<file path="config.mk">
export PLATFORM = sky130hd
export DESIGN_NAME = pbadd_unit
export DESIGN_NICKNAME = d
export VERILOG_FILES = /design/src/rtl/pbadd_pkg.sv /design/src/rtl/pbadd_decode.sv /design/src/rtl/pbadd_cond.sv /design/src/rtl/pbadd_lanes.sv /design/src/rtl/pbadd_unit.sv
export SDC_FILE = /design/constraint.sdc
export NUM_CORES = 1
export LEC_CHECK = 0
export BUFFER_PORTS_ARGS = -buffer_cell sky130_fd_sc_hd__buf_2
export CAP_MARGIN = 20
export CORE_MARGIN = 1.5
export CORE_UTILIZATION = 43
export DETAILED_ROUTE_END_ITERATION = 8
export HOLD_SLACK_MARGIN = 0.05
export PLACE_DENSITY_LB_ADDON = 0.25
export RECOVER_POWER = 50
export SLEW_MARGIN = 20
export SYNTH_ARGS = -nofsm -noshare
export SYNTH_HDL_FRONTEND = slang
export SYNTH_SLANG_ARGS = --single-unit
</file>
<file path="constraint.sdc">
create_clock -name clk -period 2.4 [get_ports clk]
set_clock_uncertainty 0.15 [all_clocks]
set_input_delay 0.24 -clock clk [delete_from_list [all_inputs] [get_ports clk]]
set_output_delay 0.24 -clock clk [all_outputs]
set_load 0.005 [all_outputs]
</file>
<file path="src/rtl/pbadd_pkg.sv">
// Shared constants for the packed byte-add slice.
// Assumes a 32-bit word split into equal unsigned lanes.
package pbadd_pkg;
    localparam int LANES   = 4;
    localparam int LANE_W  = 8;
    localparam int XLEN    = LANES * LANE_W;
    localparam int IDX_W   = 4;
    localparam int FLAG_N  = 3;
    localparam int FLAG_Z  = 2;
    localparam int FLAG_C  = 1;
    localparam int FLAG_V  = 0;

    typedef struct packed {
        logic             enc_ok;   // pattern matched and usable
        logic             uncond;   // executes without a condition check
        logic [3:0]       cond;     // condition field
        logic [IDX_W-1:0] rd;       // destination index
    } pbadd_dec_t;
endpackage

</file>
<file path="src/rtl/pbadd_decode.sv">
// Recognises the two encodings of the packed byte-add instruction and
// extracts the destination index and the condition field.
// Assumes the source index fields are not needed (operands arrive as values).
module pbadd_decode
    import pbadd_pkg::*;
(
    input  logic        isa_compact,
    input  logic [31:0] insn,
    output pbadd_dec_t  dec
);
    logic fixed_hit;
    logic compact_hit;

    // Compare the constant fields of each encoding.
    always_comb begin
        fixed_hit   = (insn[27:20] == 8'h65) && (insn[11:8] == 4'hF) &&
                      (insn[7:4] == 4'h9) && (insn[31:28] != 4'hF);
        compact_hit = (insn[31:20] == 12'hFA8) && (insn[15:12] == 4'hF) &&
                      (insn[7:4] == 4'h4);
    end

    // Select the fields for the active encoding.
    always_comb begin
        dec.enc_ok = isa_compact ? compact_hit : fixed_hit;
        dec.uncond = isa_compact;
        dec.cond   = isa_compact ? 4'hE : insn[31:28];
        dec.rd     = isa_compact ? insn[11:8] : insn[15:12];
    end
endmodule

</file>
<file path="src/rtl/pbadd_cond.sv">
// Evaluates a 4-bit condition code against the NZCV flags.
// Assumes code 0xF never reaches here as executable (decode rejects it).
module pbadd_cond
    import pbadd_pkg::*;
(
    input  logic [3:0] cond,
    input  logic [3:0] nzcv,
    input  logic       uncond,
    output logic       pass
);
    logic n, z, c, v;
    logic base;

    // Unpack the individual flags.
    always_comb begin
        n = nzcv[FLAG_N];
        z = nzcv[FLAG_Z];
        c = nzcv[FLAG_C];
        v = nzcv[FLAG_V];
    end

    // Condition table; an odd code is the inverse of the even code below it.
    always_comb begin
        case (cond[3:1])
            3'd0:    base = z;
            3'd1:    base = c;
            3'd2:    base = n;
            3'd3:    base = v;
            3'd4:    base = c & ~z;
            3'd5:    base = (n == v);
            3'd6:    base = ~z & (n == v);
            default: base = 1'b1;
        endcase
        if (uncond || cond == 4'hE) pass = 1'b1;
        else if (cond == 4'hF)      pass = 1'b0;
        else                        pass = cond[0] ? ~base : base;
    end
endmodule

</file>
<file path="src/rtl/pbadd_lanes.sv">
// Parallel unsigned lane adder: independent lanes, one carry out per lane.
// Assumes both operands hold NUM_LANES lanes of WIDTH bits each.
module pbadd_lanes #(
    parameter int NUM_LANES = 4,
    parameter int WIDTH     = 8,
    localparam int TOTAL    = NUM_LANES * WIDTH
) (
    input  logic [TOTAL-1:0]     a,
    input  logic [TOTAL-1:0]     b,
    output logic [TOTAL-1:0]     sum,
    output logic [NUM_LANES-1:0] carry
);
    for (genvar g = 0; g < NUM_LANES; g++) begin : g_lane
        logic [WIDTH:0] wide;
        // Zero-extended add confined to this lane.
        always_comb begin
            wide = {1'b0, a[g*WIDTH +: WIDTH]} + {1'b0, b[g*WIDTH +: WIDTH]};
            sum[g*WIDTH +: WIDTH] = wide[WIDTH-1:0];
            carry[g] = wide[WIDTH];
        end
        // A lane wraps exactly when its result is below its first operand.
        always_comb begin
            AST_LANE_WRAP: assert (carry[g] == (sum[g*WIDTH +: WIDTH] < a[g*WIDTH +: WIDTH]));
        end
    end
endmodule

</file>
<file path="src/rtl/pbadd_unit.sv">
// Packed unsigned byte-add execution slice: decode, condition check,
// lane arithmetic and a registered writeback and flag stage.
// Assumes operand values are already read from the register file.
module pbadd_unit
    import pbadd_pkg::*;
(
    input  logic              clk,
    input  logic              rst_n,
    input  logic              in_valid,
    input  logic              isa_compact,
    input  logic [31:0]       insn,
    input  logic [XLEN-1:0]   src_a,
    input  logic [XLEN-1:0]   src_b,
    input  logic [3:0]        flags_nzcv,
    input  logic [LANES-1:0]  ge_in,
    output logic              wr_en,
    output logic [IDX_W-1:0]  wr_idx,
    output logic [XLEN-1:0]   wr_data,
    output logic [LANES-1:0]  ge_out,
    output logic [3:0]        nzcv_out,
    output logic              undef
);
    pbadd_dec_t       dec;
    logic             cond_ok;
    logic             exec;
    logic [XLEN-1:0]  lane_sum;
    logic [LANES-1:0] lane_carry;

    pbadd_decode u_dec (
        .isa_compact(isa_compact),
        .insn       (insn),
        .dec        (dec)
    );

    pbadd_cond u_cond (
        .cond  (dec.cond),
        .nzcv  (flags_nzcv),
        .uncond(dec.uncond),
        .pass  (cond_ok)
    );

    pbadd_lanes #(.NUM_LANES(LANES), .WIDTH(LANE_W)) u_lanes (
        .a    (src_a),
        .b    (src_b),
        .sum  (lane_sum),
        .carry(lane_carry)
    );

    // Instruction takes effect only when valid, defined and condition passes.
    always_comb exec = in_valid && dec.enc_ok && cond_ok;

    // Registered result and flag stage.
    always_ff @(posedge clk) begin
        if (!rst_n) begin
            wr_en    <= 1'b0;
            wr_idx   <= '0;
            wr_data  <= '0;
            ge_out   <= '0;
            nzcv_out <= '0;
            undef    <= 1'b0;
        end else begin
            wr_en <= 1'b0;
            undef <= 1'b0;
            if (in_valid) begin
                undef    <= ~dec.enc_ok;
                nzcv_out <= flags_nzcv;
                if (exec) begin
                    wr_en   <= 1'b1;
                    wr_idx  <= dec.rd;
                    wr_data <= lane_sum;
                    ge_out  <= lane_carry;
                end else begin
                    ge_out  <= ge_in;
                end
            end
        end
    end

    AST_WRITE_DEFINED: assert property (@(posedge clk) disable iff (!rst_n)
        wr_en |-> !undef);
    AST_IDLE_QUIET: assert property (@(posedge clk) disable iff (!rst_n)
        !in_valid |=> (!wr_en && !undef));
    AST_IDLE_HOLD_GE: assert property (@(posedge clk) disable iff (!rst_n)
        !in_valid |=> $stable(ge_out));
    AST_NZCV_COPY: assert property (@(posedge clk) disable iff (!rst_n)
        in_valid |=> (nzcv_out == $past(flags_nzcv)));
    AST_SKIP_KEEPS_GE: assert property (@(posedge clk) disable iff (!rst_n)
        (in_valid && !exec) |=> (!wr_en && ge_out == $past(ge_in)));
endmodule

</file>
==> run_results.csv <==
group,metric,value,unit
status,outcome,"finished, final reports clean",
power,ir_drop,212.1,uV
placement,pre_cts_ws,-153.2,ps
power,p_switching,500.0,uW
detailed_routing,met3RoutedLength,490,um
power,total_leakage_power,0.001925,uW
power,intPower,1352,uW
global_routing,globalRouteTotalUtil,0.1937,
detailed_routing,drtPass1Iterations,4,
critical_path,worst-path-max-fanout,20,
floorplan,number_of_placement_rows,31,
detailed_routing,met2_wirelength,3.729,mm
placement,port_buffers,145,
detailed_routing,highest-signal-layer,"met4",
clocking,cts_max_level,2,
flow_run,max_cap_violations,0,
yosys,syn_area_per_cell,8.912,sq um
timing,rsz0062_at_grt,"no",
yosys,synth_sequential_area_ratio,0.2763,
yosys,synthFlopType,"dfxtp_1",
floorplan,dieArea,8289,sq um
critical_path,worst_ep_arrival_time,2340,ps
clocking,cts_inserted_buffers,5,
floorplan,core-area,7370,sq um
timing,max_frequency,0.4449,GHz
timing,finalHoldViolations,0,
detailed_routing,route.detailed.wl_per_inst,12.61,um
clocking,count_of_hold_buffers_inserted_by_post_cts_repair,0,
power,p_sw_frac,0.2700,
yosys,yosysWarnings,0,
yosys,async_flop_share,0,
clocking,clk_pin_slew,80,ps
global_routing,grt_pass1_wl,13.41,mm
yosys,synthAdderAreaFrac,0.1441,
detailed_routing,count_of_nets_left_with_antenna_violations_after_detail_routing,0,
global_routing,grt_start_max_net_pins,43,
yosys,main_combinational_cell_family_by_area_after_synthesis,"simple AND/OR/NAND/NOR gates",
finish,antenna-diode-count,0,
finish,net_count_final,674,
critical_path,cpLargestDelayFamily,"simple AND/OR/NAND/NOR gates",
floorplan,initial_core_util,0.4523,
detailed_routing,routed_wirelength,7.932,mm
critical_path,max_stage_delay,530,ps
power,power.share.sequential,0.419,
finish,post_route_cells_drive_above_1_share,0.3245,
critical_path,critical_path.endpoint_type,"register",
yosys,synth_top_cells_by_area,"dfxtp_1 (28%), ha_1 (12%), mux2i_1 (9.3%)",
critical_path,worstPathBufferInverterCount,2,
detailed_routing,detail_route.wirelength.met1,3.612,mm
timing,setup_viol,0,
yosys,synth_seq_cells,46,
timing,setup_ws,152.1,ps
finish,syn2layout_area_growth,30.22,%
timing,final_worst_path_period_need,2248,ps
timing,slew_viol_final,0,
global_routing,via_count_of_the_first_global_routing_pass,3118,
timing,finalHoldWorstSlack,76.73,ps
clocking,cts.path.max_buffers,2,
yosys,synth_compound_area_frac,0.1411,
clocking,post-cts-setup-buffer-count,0,
hold_path,hold_class,"input port to register",
yosys,synth_largest_type_area_fraction,0.2763,
power,comb_power_share,0.267,
finish,commonest_non_fill_non_tap_cells_in_the_layout,"buf_2 (129), nor2_1 (54), dfxtp_1 (46)",
clocking,clk-insertion-delay-late,290,ps
yosys,post_synth_mux_area_share,0.1032,
global_routing,global_route.overflow_total,0,
yosys,synth_edf_count,0,
detailed_routing,vias_after_detailed_routing,3191,
timing,period_share,0.9366,
critical_path,crit_path_cell_trace,"buf_2 > or4b_1 > and3_4 > a21o_1 > a2111oi_4 > buf_12 > mux2_2 > nand2_1",
global_routing,grt_antenna_before_repair,0,
yosys,netlist-cell-type-count,53,
critical_path,cp.required,2490,ps
yosys,yosys.area.top_type,"dfxtp_1",
yosys,syn-instance-count,374,
critical_path,critical_path.startpoint_type,"input port",
timing,tightestPinTransition,477.1,ps
detailed_routing,routed_via_density,5.073,
timing,slew_headroom,0.6819,
placement,place_congestion,0.8862,
yosys,synth_xor_area_frac,0.05518,
detailed_routing,detail_route.drc_violations,0,
floorplan,dieHeight,91.05,um
placement,place.detailed.hpwl,6.438,mm
critical_path,timing_worst_setup_path_type,"input port to register",
power,pwr-share-clk,0.314,
yosys,synthSimpleGateAreaFrac,0.2275,
clocking,clock-root-buffer,"clkbuf_8",
critical_path,crit_path_max_delay_cell_type,"or4b_1",
critical_path,r2r_slack,1590,ps
clocking,clock-sinks,46,
power,power_density,426.6,nW/um^2
finish,layout.cells.most_common,"buf_2",
detailed_routing,drt_first_iter_violations,103,
clocking,cts_resized,0,
floorplan,die-width,91.05,um
clocking,tritoncts_clock_tree,"done",
yosys,syn_nets,518,
yosys,synth_area,3333,sq um
floorplan,io_pins,154,
through the flow:
stage                     utilization  total power (uW)  area (sq um)  instances  TNS, ps
after floorplan                     -              1112          3333        374        0
after global placement         0.5764              1277          4248        622    -1652
after detailed placement       0.5764              1288          4248        622    -3210
after CTS                      0.5917              1876          4360        629        0
after global routing           0.5890              1968          4340        629        0
final                          0.5890              1852          4340        629        0
Yosys cell counts, drive strengths merged (5+ instances only):
cell type   n
a211oi      9
a21oi      16
buf         5
clkbuf      7
dfxtp      46
ha         32
inv        20
mux2i      31
nand2      10
nand2b      7
nand3      17
nand4b      5
nor2       60
nor2b      11
nor3        5
o21ai      14
or3         5
xnor2      19
registers in the layout, summed over array words and instances (netlist names):
| name | flops |
|---|---|
| undef | 1 |
| wr_idx | 4 |
| wr_data | 32 |
| wr_en | 1 |
| nzcv_out | 4 |
| ge_out | 4 |
area by class of cell:
type                            instances  area (sq um)
Timing Repair Buffer                  161         850.8
Fill cell                             708          3029
Multi-Input combinational cell        294          2250
Inverter                               22         82.58
Clock inverter                          1         30.03
Tap cell                               99         123.9
Clock buffer                            6         82.58
Sequential cell                        46         920.9
kinds of logic after synthesis:
group,Yosys count
adder cells (fa/ha/maj),36
multiplexers,33
buffers and inverters,34
AO/OA/AOI/OAI,61
AND/OR/NAND/NOR,143
flip-flops,46
XOR/XNOR,21
final timing paths:
path / to / start / cells past startpoint
max: ge_out[1] / flags_nzcv[2] / 8
max reg2reg: wr_idx[0] / wr_idx[0] / 2
min: nzcv_out[1] / flags_nzcv[1] / 3
min reg2reg: wr_data[30] / wr_data[30] / 2
routing by layer:
| metal | GRT usage | vias up |
|---|---|---|
| met2 | 0.3420 | 107 |
| met5 | 0 | - |
| met3 | 0.03853 | 10 |
| li1 | - | 1649 |
| met1 | 0.2357 | 1425 |
| met4 | 0.05729 | 0 |
tightest hold or removal path, cell delays in order:
cell and delay [ps]:
buf_2 100, mux2i_1 70, nor2_1 70
power by group through the flow:
stage / Sequential [uW] / Combinational [uW] / Clock [uW]
floorplan: 794 / 318 / 0
global placement: 793 / 484 / 0
detailed placement: 793 / 495 / 0
CTS: 775 / 499 / 603
global route: 777 / 555 / 636
finish: 775 / 495 / 582
Note: power is estimated with default switching activity, not from simulation.
